--- config.mk ---
export PLATFORM = sky130hd
export DESIGN_NAME = vfd_grid_dimmer
export DESIGN_NICKNAME = d
export VERILOG_FILES = /design/src/rtl/vfd_grid_pkg.sv /design/src/rtl/vfd_grid_ctrl.sv /design/src/rtl/vfd_grid_datapath.sv /design/src/rtl/vfd_grid_dimmer.sv
export SDC_FILE = /design/constraint.sdc
export NUM_CORES = 1
export LEC_CHECK = 0
export BUFFER_PORTS_ARGS = -buffer_cell sky130_fd_sc_hd__buf_2
export CAP_MARGIN = 10
export CORE_AREA = 5 5 134 136
export CTS_CLUSTER_DIAMETER = 200
export DETAILED_ROUTE_END_ITERATION = 7
export DIE_AREA = 0 0 139 141
export PLACE_DENSITY = 0.61
export SYNTH_ARGS = -nofsm -noshare
export SYNTH_HDL_FRONTEND = slang
export SYNTH_SLANG_ARGS = --single-unit
--- constraint.sdc ---
create_clock -name clk -period 2.02 [get_ports clk]
set_clock_uncertainty 0.2 [all_clocks]
set_input_delay 0.404 -clock clk [delete_from_list [all_inputs] [get_ports clk]]
set_output_delay 0.404 -clock clk [all_outputs]
set_load 0.01 [all_outputs]
--- src/rtl/vfd_grid_pkg.sv ---
package vfd_grid_pkg;

  localparam int GRID_CNT = 3;

  // Strobes from the sequencer to the datapath.
  typedef struct packed {
    logic       slotLoad;   // last cycle of a slot: capture shadows
    logic       slotHead;   // bit position 0 of a slot
    logic       frameHead;  // bit position 0 of slot 0
    logic [1:0] slotIdx;    // current grid slot
  } vfd_strobe_t;

endpackage

--- src/rtl/vfd_grid_ctrl.sv ---
module vfd_grid_ctrl
  import vfd_grid_pkg::*;
#(
  parameter int CLK_DIV = 4,
  parameter int DIM_W   = 10
) (
  input  logic             clk,
  input  logic             rstN,
  input  logic             twoGridMode,
  output vfd_strobe_t      strobe,
  output logic [DIM_W-1:0] bitPos
);

  localparam int DIV_W = (CLK_DIV > 1) ? $clog2(CLK_DIV) : 1;
  localparam logic [DIV_W-1:0] DIV_LAST = DIV_W'(CLK_DIV - 1);

  logic [DIV_W-1:0] divCnt;
  logic [1:0]       slotIdx;
  logic [1:0]       lastSlot;
  logic             bitTick;
  logic             slotEnd;

  assign bitTick  = (divCnt == DIV_LAST);
  assign slotEnd  = bitTick && (&bitPos);
  assign lastSlot = twoGridMode ? 2'd1 : 2'd2;

  always_ff @(posedge clk or negedge rstN) begin
    if (!rstN) begin
      divCnt  <= '0;
      bitPos  <= '0;
      slotIdx <= '0;
    end else begin
      if (bitTick) begin
        divCnt <= '0;
        bitPos <= bitPos + 1'b1;   // slot length is a power of two
      end else begin
        divCnt <= divCnt + 1'b1;
      end
      if (slotEnd) begin
        slotIdx <= (slotIdx >= lastSlot) ? 2'd0 : slotIdx + 2'd1;
      end
    end
  end

  always_comb begin
    strobe.slotLoad  = slotEnd;
    strobe.slotHead  = (bitPos == '0);
    strobe.frameHead = (bitPos == '0) && (slotIdx == 2'd0);
    strobe.slotIdx   = slotIdx;
  end

endmodule

--- src/rtl/vfd_grid_datapath.sv ---
module vfd_grid_datapath
  import vfd_grid_pkg::*;
#(
  parameter int DIM_W    = 10,
  parameter int GAP_BITS = 8,
  parameter int SEG_W    = 32
) (
  input  logic                clk,
  input  logic                rstN,
  input  vfd_strobe_t         strobe,
  input  logic [DIM_W-1:0]    bitPos,
  input  logic [DIM_W-1:0]    dimLevel,
  input  logic [SEG_W-1:0]    segGrid1,
  input  logic [SEG_W-1:0]    segGrid2,
  input  logic [SEG_W-1:0]    segGrid3,
  output logic [GRID_CNT-1:0] gridN,
  output logic [SEG_W-1:0]    segOut,
  output logic                dimOut,
  output logic                syncSlot,
  output logic                syncFrame
);

  localparam int SLOT_BITS = 1 << DIM_W;
  localparam logic [DIM_W-1:0]    MAX_ON   = DIM_W'(SLOT_BITS - GAP_BITS);
  localparam logic [GRID_CNT-1:0] GRID_RST = ~GRID_CNT'(1);

  logic [GRID_CNT-1:0][SEG_W-1:0] segIn;
  logic [GRID_CNT-1:0][SEG_W-1:0] segHold;
  logic [DIM_W-1:0]               dimHold;
  logic [DIM_W-1:0]               dimClamp;
  logic [SEG_W-1:0]               segSel;
  logic [GRID_CNT-1:0]            gridOn;
  logic                           dimOpen;
  logic                           gridOpen;

  assign segIn    = {segGrid3, segGrid2, segGrid1};
  assign dimClamp = (dimLevel > MAX_ON) ? MAX_ON : dimLevel;
  assign dimOpen  = (bitPos < dimHold);
  assign gridOpen = (bitPos < MAX_ON);

  // Shadow registers: refreshed only at a slot boundary.
  always_ff @(posedge clk or negedge rstN) begin
    if (!rstN) begin
      dimHold <= '0;
      segHold <= '0;
    end else if (strobe.slotLoad) begin
      dimHold <= dimClamp;
      for (int g = 0; g < GRID_CNT; g++) begin
        segHold[g] <= segIn[g];
      end
    end
  end

  for (genvar g = 0; g < GRID_CNT; g++) begin : g_grid
    assign gridOn[g] = (strobe.slotIdx == 2'(g)) && gridOpen;
  end

  always_comb begin
    unique case (strobe.slotIdx)
      2'd0:    segSel = segHold[0];
      2'd1:    segSel = segHold[1];
      2'd2:    segSel = segHold[2];
      default: segSel = '0;
    endcase
  end

  always_ff @(posedge clk or negedge rstN) begin
    if (!rstN) begin
      gridN     <= GRID_RST;
      segOut    <= '0;
      dimOut    <= 1'b0;
      syncSlot  <= 1'b0;
      syncFrame <= 1'b0;
    end else begin
      gridN     <= ~gridOn;
      segOut    <= dimOpen ? segSel : '0;
      dimOut    <= dimOpen;
      syncSlot  <= strobe.slotHead;
      syncFrame <= strobe.frameHead;
    end
  end

endmodule

--- src/rtl/vfd_grid_dimmer.sv ---
module vfd_grid_dimmer
  import vfd_grid_pkg::*;
#(
  parameter int CLK_DIV  = 4,
  parameter int DIM_W    = 10,
  parameter int GAP_BITS = 8,
  parameter int SEG_W    = 32
) (
  input  logic             clk,
  input  logic             rstN,
  input  logic             twoGridMode,
  input  logic [DIM_W-1:0] dimLevel,
  input  logic [SEG_W-1:0] segGrid1,
  input  logic [SEG_W-1:0] segGrid2,
  input  logic [SEG_W-1:0] segGrid3,
  output logic [2:0]       gridN,
  output logic [SEG_W-1:0] segOut,
  output logic             dimOut,
  output logic             syncSlot,
  output logic             syncFrame
);

  vfd_strobe_t      strobe;
  logic [DIM_W-1:0] bitPos;

  vfd_grid_ctrl #(
    .CLK_DIV (CLK_DIV),
    .DIM_W   (DIM_W)
  ) u_ctrl (
    .clk         (clk),
    .rstN        (rstN),
    .twoGridMode (twoGridMode),
    .strobe      (strobe),
    .bitPos      (bitPos)
  );

  vfd_grid_datapath #(
    .DIM_W    (DIM_W),
    .GAP_BITS (GAP_BITS),
    .SEG_W    (SEG_W)
  ) u_dp (
    .clk       (clk),
    .rstN      (rstN),
    .strobe    (strobe),
    .bitPos    (bitPos),
    .dimLevel  (dimLevel),
    .segGrid1  (segGrid1),
    .segGrid2  (segGrid2),
    .segGrid3  (segGrid3),
    .gridN     (gridN),
    .segOut    (segOut),
    .dimOut    (dimOut),
    .syncSlot  (syncSlot),
    .syncFrame (syncFrame)
  );

endmodule

# Yosys cells after proc, flatten, opt, wreduce, memory -nomap -nowiden
# Cells that the tools add are included.
# Widths: inputs -> output; s select.
[op_classes]
order_cmp = 4
n_mul = 0
div = 0
n_eq_ne = 3
n_addsub = 3
n_shift = 0
n_bitwise = 1
n_reduce_logical = 8
muxes = 6
[op_table]
columns = ["op", "count"]
rows = [
  ["$pmux 32 s3", 1],
  ["$mux 32", 1],
  ["$add 10x1->10 const B", 1],
  ["$gt 10x10->1 const B", 1],
  ["$logic_not 10->1", 1],
  ["$lt 10x10->1", 1],
  ["$lt 10x10->1 const B", 1],
  ["$mux 10", 1],
  ["$reduce_and 10->1", 1],
  ["$mux 2", 3],
  ["$logic_and 1x1->1", 5],
  ["$add 2x1->2 const B", 2],
  ["$eq 2x2->1 const B", 2],
  ["$not 3->3", 1],
  ["$eq 2x1->1 const B", 1],
  ["$ge 2x2->1", 1],
  ["$logic_not 2->1", 1],
]
[word_totals]
reg_bits = 158
latchBits = 0
in_bits = 109
mem_bits_rw = 0
output_inout_bits = 38
romBits = 0
memories = 0

# Logic depth before layout (Yosys ltp)
# Gate-level depths: netlist of run 1.
[depth]
word_depth = 3
depth_mapped = 7
ltp_nobuf = 6

# By module
# From an unflattened synthesis of run 1, not the netlist that was laid out.
[unflattened]
hier_cells = 526
area_unflattened_um2 = 6929.1
[modules_own_cells]
columns = ["mod", "cells_per_inst", "area_per_inst_um2", "n_inst", "seq_area_each_um2"]
rows = [
  ["vfd_grid_datapath", 462, 6188.4, 1, 3606.0],
  ["vfd_grid_ctrl", 64, 740.7, 1, 350.3],
]

# Least setup slack after synthesis of run 1
# No wires, ideal clock.
[synth_timing]
path_kind = "register to register"
startpoint = "reg u_ctrl.divCnt[0]"
endpoint = "reg u_dp.segHold[0] in the netlist's numbering"
setup_time_ns = 0.127
path_stages_with_launch = 7
arrival_ns = 1.719
path_slack_ns = -0.026
path_cell_list = "dfrtp_1 -> ha_1 -> and4_1 -> nor3b_2 -> buf_4 -> buf_6 -> mux2_1"
[synth_via]
elab_chain_cells = 2
[synth_rtl]
columns = ["element", "line_no", "source"]
rows = [
  ["start, declared", "vfd_grid_ctrl.sv:17", "logic [DIV_W-1:0] divCnt;"],
  ["start signal, assigned", "vfd_grid_ctrl.sv:37", "divCnt <= divCnt + 1'b1;"],
  ["$eq 2x2->1", "vfd_grid_ctrl.sv:23", "assign bitTick = (divCnt == DIV_LAST);"],
  ["$logic_and 1x1->1", "vfd_grid_ctrl.sv:24", "assign slotEnd = bitTick && (&bitPos);"],
  ["end signal, assigned by index", "vfd_grid_datapath.sv:49", "segHold[g] <= segIn[g];"],
  ["end, declared", "vfd_grid_datapath.sv:28", "logic [GRID_CNT-1:0][SEG_W-1:0] segHold;"],
]
# No other way between the ends.
# A chain may end at the register's enable or synchronous reset.

# Worst setup path in the final report of run 1
[layout_timing]
startpoint = "reg u_ctrl.bitPos[7]"
endpoint = "reg u_dp.segOut[18]"
[layout_via]
elab_chain_cells = 2
[layout_rtl]
columns = ["element", "line_no", "source"]
rows = [
  ["start, declared", "vfd_grid_ctrl.sv:11", "output logic [DIM_W-1:0] bitPos"],
  ["start signal, assigned", "vfd_grid_ctrl.sv:35", "bitPos <= bitPos + 1'b1;"],
  ["$lt 10x10->1", "vfd_grid_datapath.sv:38", "assign dimOpen = (bitPos < dimHold);"],
  ["$mux 32", "vfd_grid_datapath.sv:76", "segOut <= dimOpen ? segSel : '0;"],
  ["end signal, assigned", "vfd_grid_datapath.sv:76", ""],
  ["end, declared", "vfd_grid_datapath.sv:17", "output logic [SEG_W-1:0] segOut,"],
]
# No other way between the ends.

==> results.tsv, run 1 <==
stage	metric	value	unit
logic_synthesis	Post-Synth XOR/XNOR Area	0.0122	
setup_path	Setup crit start	u_ctrl.bitPos[7]	
timing	Hold Fails Final Rpt	0	
setup_path	worst flop-to-flop path endpoint	u_dp.segOut[18]	
detailed_routing	vias per inst	5.11	
cells_and_area	share of post-route cells with drive strength above 1	0.442	
clock_network	clock sink count	158	
timing	Slew @ Worst Pin	1.08	ns
pwr	NetSw	1.38	mW
pwr	Clock Power Share	0.455	
clock_network	clock tree from TritonCTS	built	
logic_synthesis	asr flop ratio synth	1.00	
logic_synthesis	Synth area leaders	dfrtp_1 60%, mux2_1 13%, a222oi_1 5.0%, ha_1 3.5%, mux2_2 3.5%	
pwr	PD cells	678	nW/um^2
logic_synthesis	Seq/Total Area, Yosys	0.612	
timing	Worst Hold Slack	0.0101	ns
logic_synthesis	Synth Area in Simple Gates	0.0664	
logic_synthesis	largest family of logic cells by synthesized area	multiplexers	
setup_path	worst-path maximum fanout	18	
die	Die Y	141	um
timing	final setup violation count	72	
setup_path	crit end category	flip-flop	
setup_path	critical path class	flip-flop to flip-flop	
timing	fmax	472	MHz
logic_synthesis	Synth Area in Compound Gates	0.0683	
die	row cnt	48	
cells_and_area	synthesis-to-layout area growth	44.1	%
logic_synthesis	Syn Nets	586	
detailed_routing	total wire length	17700	um
clock_network	Num CTS Buffers	17	
logic_synthesis	Synth area leader	dfrtp_1	
logic_synthesis	multiplexer share of the synthesized area	0.167	
setup_path	Worst EP required	2.12	ns
pwr	P_leak	4.57	nW
global_route	GRT Total Usage	0.177	
logic_synthesis	Yosys warning count	0	
die	Die Wd	139	um
die	# IOs	147	
cells_and_area	Net count, final	810	
clock_network	clock-pin slew on the worst setup and hold paths	0.06	ns
setup_path	crit start category	flip-flop	
global_route	first-pass GRT wire length	27500	um
global_route	total grt overflow	0	
cells_and_area	Final Instance Area	9320	um^2
detailed_routing	via count	4699	
placement	dpl hpwl	11200	um
pwr	Flop pwr share	0.501	
setup_path	Worst Setup EP	u_dp.segOut[18]	
placement	PortBufs	146	
detailed_routing	drt first-iter violations	307	
logic_synthesis	Primary FF master, synth	dfrtp_1	
timing	RSZ-0062 raised after global routing	true	
pwr	Sw Share	0.218	
placement	Post-DP Area	7770	um^2
timing	Tcrit/Tclk final	1.05	
logic_synthesis	EDFF count, synth	0	
placement	gpl congestion	0.793	
cells_and_area	ant diodes	0	
logic_synthesis	top-count cell post-synth	dfrtp_1	
logic_synthesis	top post-synthesis cells by count	156 x dfrtp_1, 76 x mux2_1, 34 x nor4_1	
logic_synthesis	mean area per synthesized cell	14.1	um^2
logic_synthesis	Synth Area in Adders	0.0348	
flow_run	Max-Cap Viols	0	
setup_path	worst reg2reg startpoint	u_ctrl.bitPos[7]	
worst_hold_path	worst hold path type	input pin to flip-flop	
setup_path	R2R Setup Slk	-0.10	ns
pwr	P_int	4.94	mW
clock_network	Clock Latency Late Sink	0.42	ns
detailed_routing	Residual DRC	0	
clock_network	Max H-tree Level	4	
die	core area	16800	um^2
timing	final worst slack	-0.100	ns
pwr	VDD IR max	0.000599	V
clock_network	CTS max path bufs	2	
logic_synthesis	synth unique cells	31	
die	die area	19600	um^2
die	Initial Util	0.384	
global_route	initial antenna violation count	1	
detailed_routing	post-DR wirelength/cell	19.3	um
logic_synthesis	Yosys top cell area share	0.604	
pwr	share of total power in combinational logic	0.044	
logic_synthesis	synthesized cell area	6460	um^2
status	failing checks	setup timing	
global_route	number of global-route vias before repair	5189	
timing	Slew HR	0.282	
timing	min cycle time layout	2.12	ns
detailed_routing	first drt pass iteration count	5	
logic_synthesis	synthesized flop and latch total	158	
clock_network	root buf cell	clkbuf_16	
status	outcome	complete, but fails checks	
timing	Slew Limit Fails	0	
setup_path	Reg2Reg Depth	6	
detailed_routing	Final ANT Viol Nets	0	
setup_path	CP arrival	2.22	ns
logic_synthesis	post-synthesis cell count	459	
global_route	largest net degree at the start of global routing	45	
## layout make-up
type / instances / area (um^2)
fillers: 1390 / 7500
flip-flops and latches: 158 / 3960
multi-input cells: 253 / 2650
repair buffers: 239 / 1860
clock buffers: 20 / 457
well taps: 225 / 282
clock inverters: 10 / 68.8
inverters: 14 / 52.6
## registers in the layout, indices dropped and copies added, names as in the netlist
signal          flops
u_ctrl.bitPos      10
u_ctrl.divCnt       2
u_ctrl.slotIdx      2
u_dp.dimHold       10
u_dp.dimOut         1
u_dp.gridN          3
u_dp.segHold       96
u_dp.segOut        32
u_dp.syncFrame      1
u_dp.syncSlot       1
## metrics by stage
stage               power [mW]  setup TNS [ns]  setup WS, ns   util  cells
CTS                       6.38           -1.13       -0.0475  0.528    912
detailed placement        3.42           -3.28        -0.162  0.462    828
global route              6.54           -8.39        -0.162  0.554    919
finish                    6.32           -2.15        -0.100  0.554    919
global placement          3.42          -0.187       -0.0303  0.462    828
floorplan                 3.23               0       0.00406      -    459
## cell families (layout without fill, tap and decap cells)
family | count (synthesis) | in the layout
DFF | 158 | 158
muxes | 96 | 96
and+or+nand+nor | 76 | 76
AOI/OAI and AO/OA | 54 | 54
buffers and inverters | 48 | 283
adders and majority gates | 18 | 18
xor gates and xnor gates | 9 | 9
## power by group through the flow
stage                     clock, mW  sequential (mW)  combinational [mW]
after floorplan                   0             3.22             0.00452
after global placement            0             3.22               0.195
after detailed placement          0             3.22               0.199
after CTS                      2.94             3.16               0.277
after global routing           3.07             3.16               0.312
final                          2.88             3.17               0.276
## worst max-delay path: stages (launching register included)
cell and delay [ns]:
dfrtp_1 0.38, ha_1 0.32, a211o_1 0.29, a21oi_2 0.20, o31ai_4 0.13, buf_12 0.18, nor4_1 0.30
## routing by layer
metal / global-route usage / share of wire / up-vias
met5: 0 / 0.00062 / -
met4: 0.0448 / 0.011 / 2
met3: 0.0560 / 0.058 / 21
met2: 0.301 / 0.49 / 143
met1: 0.222 / 0.44 / 2364
li1: - / - / 2169
## layout by cell type, fill, tap and decap left out, types with 14 or more instances in the layout
| cell | synthesis | final |
|---|---|---|
| mux2_1 | 76 | 38 |
| clkbuf_16 | 0 | 21 |
| mux2_4 | 0 | 46 |
| buf_2 | 3 | 145 |
| a222oi_1 | 32 | 32 |
| nor4_2 | 0 | 17 |
| buf_4 | 2 | 18 |
| buf_12 | 0 | 17 |
| dfrtp_1 | 156 | 156 |
| dlygate4sd3_1 | 0 | 52 |
| inv_1 | 14 | 14 |
| nand2_1 | 15 | 15 |
## how the worst min path moves through the flow
stage,start,endpoint,slack [ns],cells after the start
after floorplan,rstN,u_ctrl.bitPos[0],-0.09,0
after global placement,rstN,u_ctrl.slotIdx[0],0.17,1
after detailed placement,rstN,u_ctrl.slotIdx[1],0.18,1
after CTS,segGrid2[8],u_dp.segHold[40],0.00002,2
after global routing,segGrid3[9],u_dp.segHold[73],0.003,2
final,segGrid2[8],u_dp.segHold[40],0.01,2
## repair_timing
action,4_1_cts,5_1_grt
buffers inserted,3,2
pin swaps,1,1
gates resized for setup,12,66
gates cloned,0,4
hold buffers,51,1
endpoints found under the hold margin,88,1
setup endpoints to repair,112,136
(Power assumes the default switching activity.)
==> inputs of run 2 (changes only) <==
--- a/config.mk
+++ b/config.mk
@@ -8,6 +8,7 @@
 export BUFFER_PORTS_ARGS = -buffer_cell sky130_fd_sc_hd__buf_2
 export CAP_MARGIN = 10
 export CORE_AREA = 5 5 134 136
+export CTS_BUF_LIST = sky130_fd_sc_hd__clkbuf_4
 export CTS_CLUSTER_DIAMETER = 200
 export DETAILED_ROUTE_END_ITERATION = 7
 export DIE_AREA = 0 0 139 141
==> run 2 against run 1 <==
The flow still finishes with violations (setup timing). Critical endpoint is now u_dp.segHold[22]. Highest routed layer is now met4. Cell count grew 6.1%. Critical path type unchanged. Sequential share of layout area shrank 1.5 points. Critical path depth grew 1.
==> results.tsv, run 2 (synthesis results as in run 1) <==
stage	metric	value	unit
clock_network	clock sink count	158	
pwr	Sw Share	0.245	
timing	Slew @ Worst Pin	1.21	ns
detailed_routing	total wire length	18600	um
die	Die Y	141	um
worst_hold_path	worst hold endpoint	u_ctrl.slotIdx[1]	
detailed_routing	vias per inst	5.07	
setup_path	Crit path largest cell delay	0.38	ns
timing	Worst Hold Slack	0.115	ns
timing	min cycle time layout	2.11	ns
setup_path	worst-path maximum fanout	8	
global_route	initial antenna violation count	1	
cells_and_area	synthesis-to-layout area growth	49.4	%
placement	Placed Cells	828	
timing	final setup violation count	116	
timing	final worst slack	-0.0867	ns
worst_hold_path	Hold Path Stages	5	
cells_and_area	Net count, final	865	
placement	Post-Place Setup Slack	-0.162	ns
cells_and_area	share of post-route cells with drive strength above 1	0.427	
timing	RSZ-0062 raised after global routing	true	
pwr	P_int	3.86	mW
cells_and_area	number of flip-flops in the largest register	96	
pwr	share of total power in combinational logic	0.071	
worst_hold_path	HP Start	twoGridMode	
detailed_routing	routed wl met2	9150	um
setup_path	crit start category	flip-flop	
placement	PortBufs	146	
global_route	GRT Total Usage	0.189	
cells_and_area	Reg with most FFs	u_dp.segHold	
cells_and_area	Top Registers	u_dp.segHold (96), u_dp.segOut (32)	
die	row cnt	48	
setup_path	Worst EP required	2.26	ns
pwr	Clock Power Share	0.310	
detailed_routing	met3 wire length	1030	um
global_route	number of global-route vias before repair	5555	
detailed_routing	Residual DRC	0	
detailed_routing	DR top layer	met4	
global_route	largest net degree at the start of global routing	45	
flow_run	Max-Cap Viols	0	
clock_network	Num CTS Buffers	17	
placement	gpl congestion	0.793	
setup_path	Top delay family on crit path	buffers and inverters	
detailed_routing	via count	4941	
timing	Slew HR	0.194	
clock_network	Max H-tree Level	4	
detailed_routing	first drt pass iteration count	6	
clock_network	clock-pin slew on the worst setup and hold paths	0.13	ns
pwr	VDD IR max	0.000302	V
setup_path	CP arrival	2.35	ns
setup_path	crit end category	flip-flop	
timing	Hold Fails Final Rpt	0	
detailed_routing	Final ANT Viol Nets	0	
clock_network	root buf cell	clkbuf_4	
setup_path	crit path buf inv count	3	
clock_network	clock tree from TritonCTS	built	
detailed_routing	met1 WL	8050	um
setup_path	critical path class	flip-flop to flip-flop	
cells_and_area	most common cell after layout, fill and taps aside	dfrtp_1	
detailed_routing	post-DR wirelength/cell	19.0	um
clock_network	CTS max path bufs	2	
pwr	Flop pwr share	0.619	
cells_and_area	commonest non-fill, non-tap cells in the layout	156 x dfrtp_1, 145 x buf_2, 107 x dlygate4sd3_1	
detailed_routing	drt first-iter violations	344	
global_route	first-pass GRT wire length	29500	um
die	# IOs	147	
status	outcome	complete, but fails checks	
pwr	PD cells	529	nW/um^2
timing	Tcrit/Tclk final	1.04	
worst_hold_path	worst hold path type	input pin to flip-flop	
cells_and_area	Non-Filler Instances	975	
pwr	P_leak	4.66	nW
global_route	total grt overflow	0	
die	core area	16800	um^2
timing	Slew Limit Fails	0	
status	failing checks	setup timing	
setup_path	R2R Setup Slk	-0.09	ns
pwr	NetSw	1.25	mW
clock_network	Clock Latency Late Sink	0.55	ns
die	Initial Util	0.384	
setup_path	Reg2Reg Depth	7	
die	Die Wd	139	um
die	die area	19600	um^2
setup_path	crit path max-delay cell type	dfrtp_1	
setup_path	worst flop-to-flop path endpoint	u_dp.segHold[22]	
setup_path	worst path cell trace	ha_2 > and4_4 > nor3b_4 > buf_6 > buf_12 > clkbuf_16 > mux2_1	
setup_path	worst reg2reg startpoint	u_ctrl.divCnt[0]	
timing	fmax	475	MHz
placement	dpl hpwl	11200	um
==> run 2: layout make-up <==
cell class | instances | area (um^2)
clock inverter | 12 | 76.3
antenna | 1 | 2.50
tap | 225 | 282
inverter | 14 | 52.6
fill | 1362 | 7160
sequential | 158 | 3960
multi-input combinational | 253 | 2750
timing repair buffer | 294 | 2410
clock buffer | 18 | 135
==> run 2: per-layer routing <==
metal,track usage,up-vias
met3,0.0512,29
li1,-,2281
met2,0.324,153
met5,0,-
met1,0.234,2478
met4,0.0633,0
==> run 2: metrics by stage <==
stage	total power [mW]	area (um^2)	utilization	TNS, ns
2_1_floorplan	3.23	6470	-	0
3_3_place_gp	3.42	7770	0.462	-0.187
3_5_place_dp	3.42	7770	0.462	-3.28
4_1_cts	5.16	9350	0.556	-2.17
5_1_grt	5.33	9660	0.574	-12.46
6_report	5.11	9660	0.574	-3.85
==> run 2: worst reg2reg max path, cell delays in order, from the launching register on <==
cell       delay [ns]
dfrtp_1          0.38
ha_2             0.18
and4_4           0.23
nor3b_4          0.21
buf_6            0.14
buf_12           0.16
clkbuf_16        0.19
mux2_1           0.32
==> run 2: power by group through the flow <==
stage                     clock network, mW  registers (mW)  logic, mW
final                                  1.58            3.16      0.365
after global routing                   1.76            3.16      0.406
after CTS                              1.63            3.16      0.364
after detailed placement                  0            3.22      0.199
after global placement                    0            3.22      0.195
after floorplan                           0            3.22    0.00452
==> run 2: what timing repair did <==
| action | 4_1_cts | 5_1_grt |
|---|---|---|
| hold buffers | 107 | 0 |
| pin swaps | 2 | 3 |
| gates cloned | 0 | 4 |
| resized for setup | 55 | 45 |
| setup endpoints to repair | 121 | 138 |
| hold endpoints to repair | 264 | 0 |
| setup buffers | 3 | 2 |
==> run 2: worst max path at each step <==
stage / cells after the start / end / slack, ns / startpoint
after global placement: 6 / u_dp.segOut[7] / -0.03 / u_ctrl.bitPos[7]
after CTS: 6 / u_dp.segHold[81] / -0.07 / u_ctrl.divCnt[0]
after global routing: 7 / u_dp.segHold[19] / -0.13 / u_ctrl.divCnt[0]
final: 7 / u_dp.segHold[22] / -0.09 / u_ctrl.divCnt[0]
after detailed placement: 6 / u_dp.segOut[16] / -0.16 / u_ctrl.bitPos[7]
after floorplan: 6 / u_dp.segHold[0] / 0.004 / u_ctrl.divCnt[0]
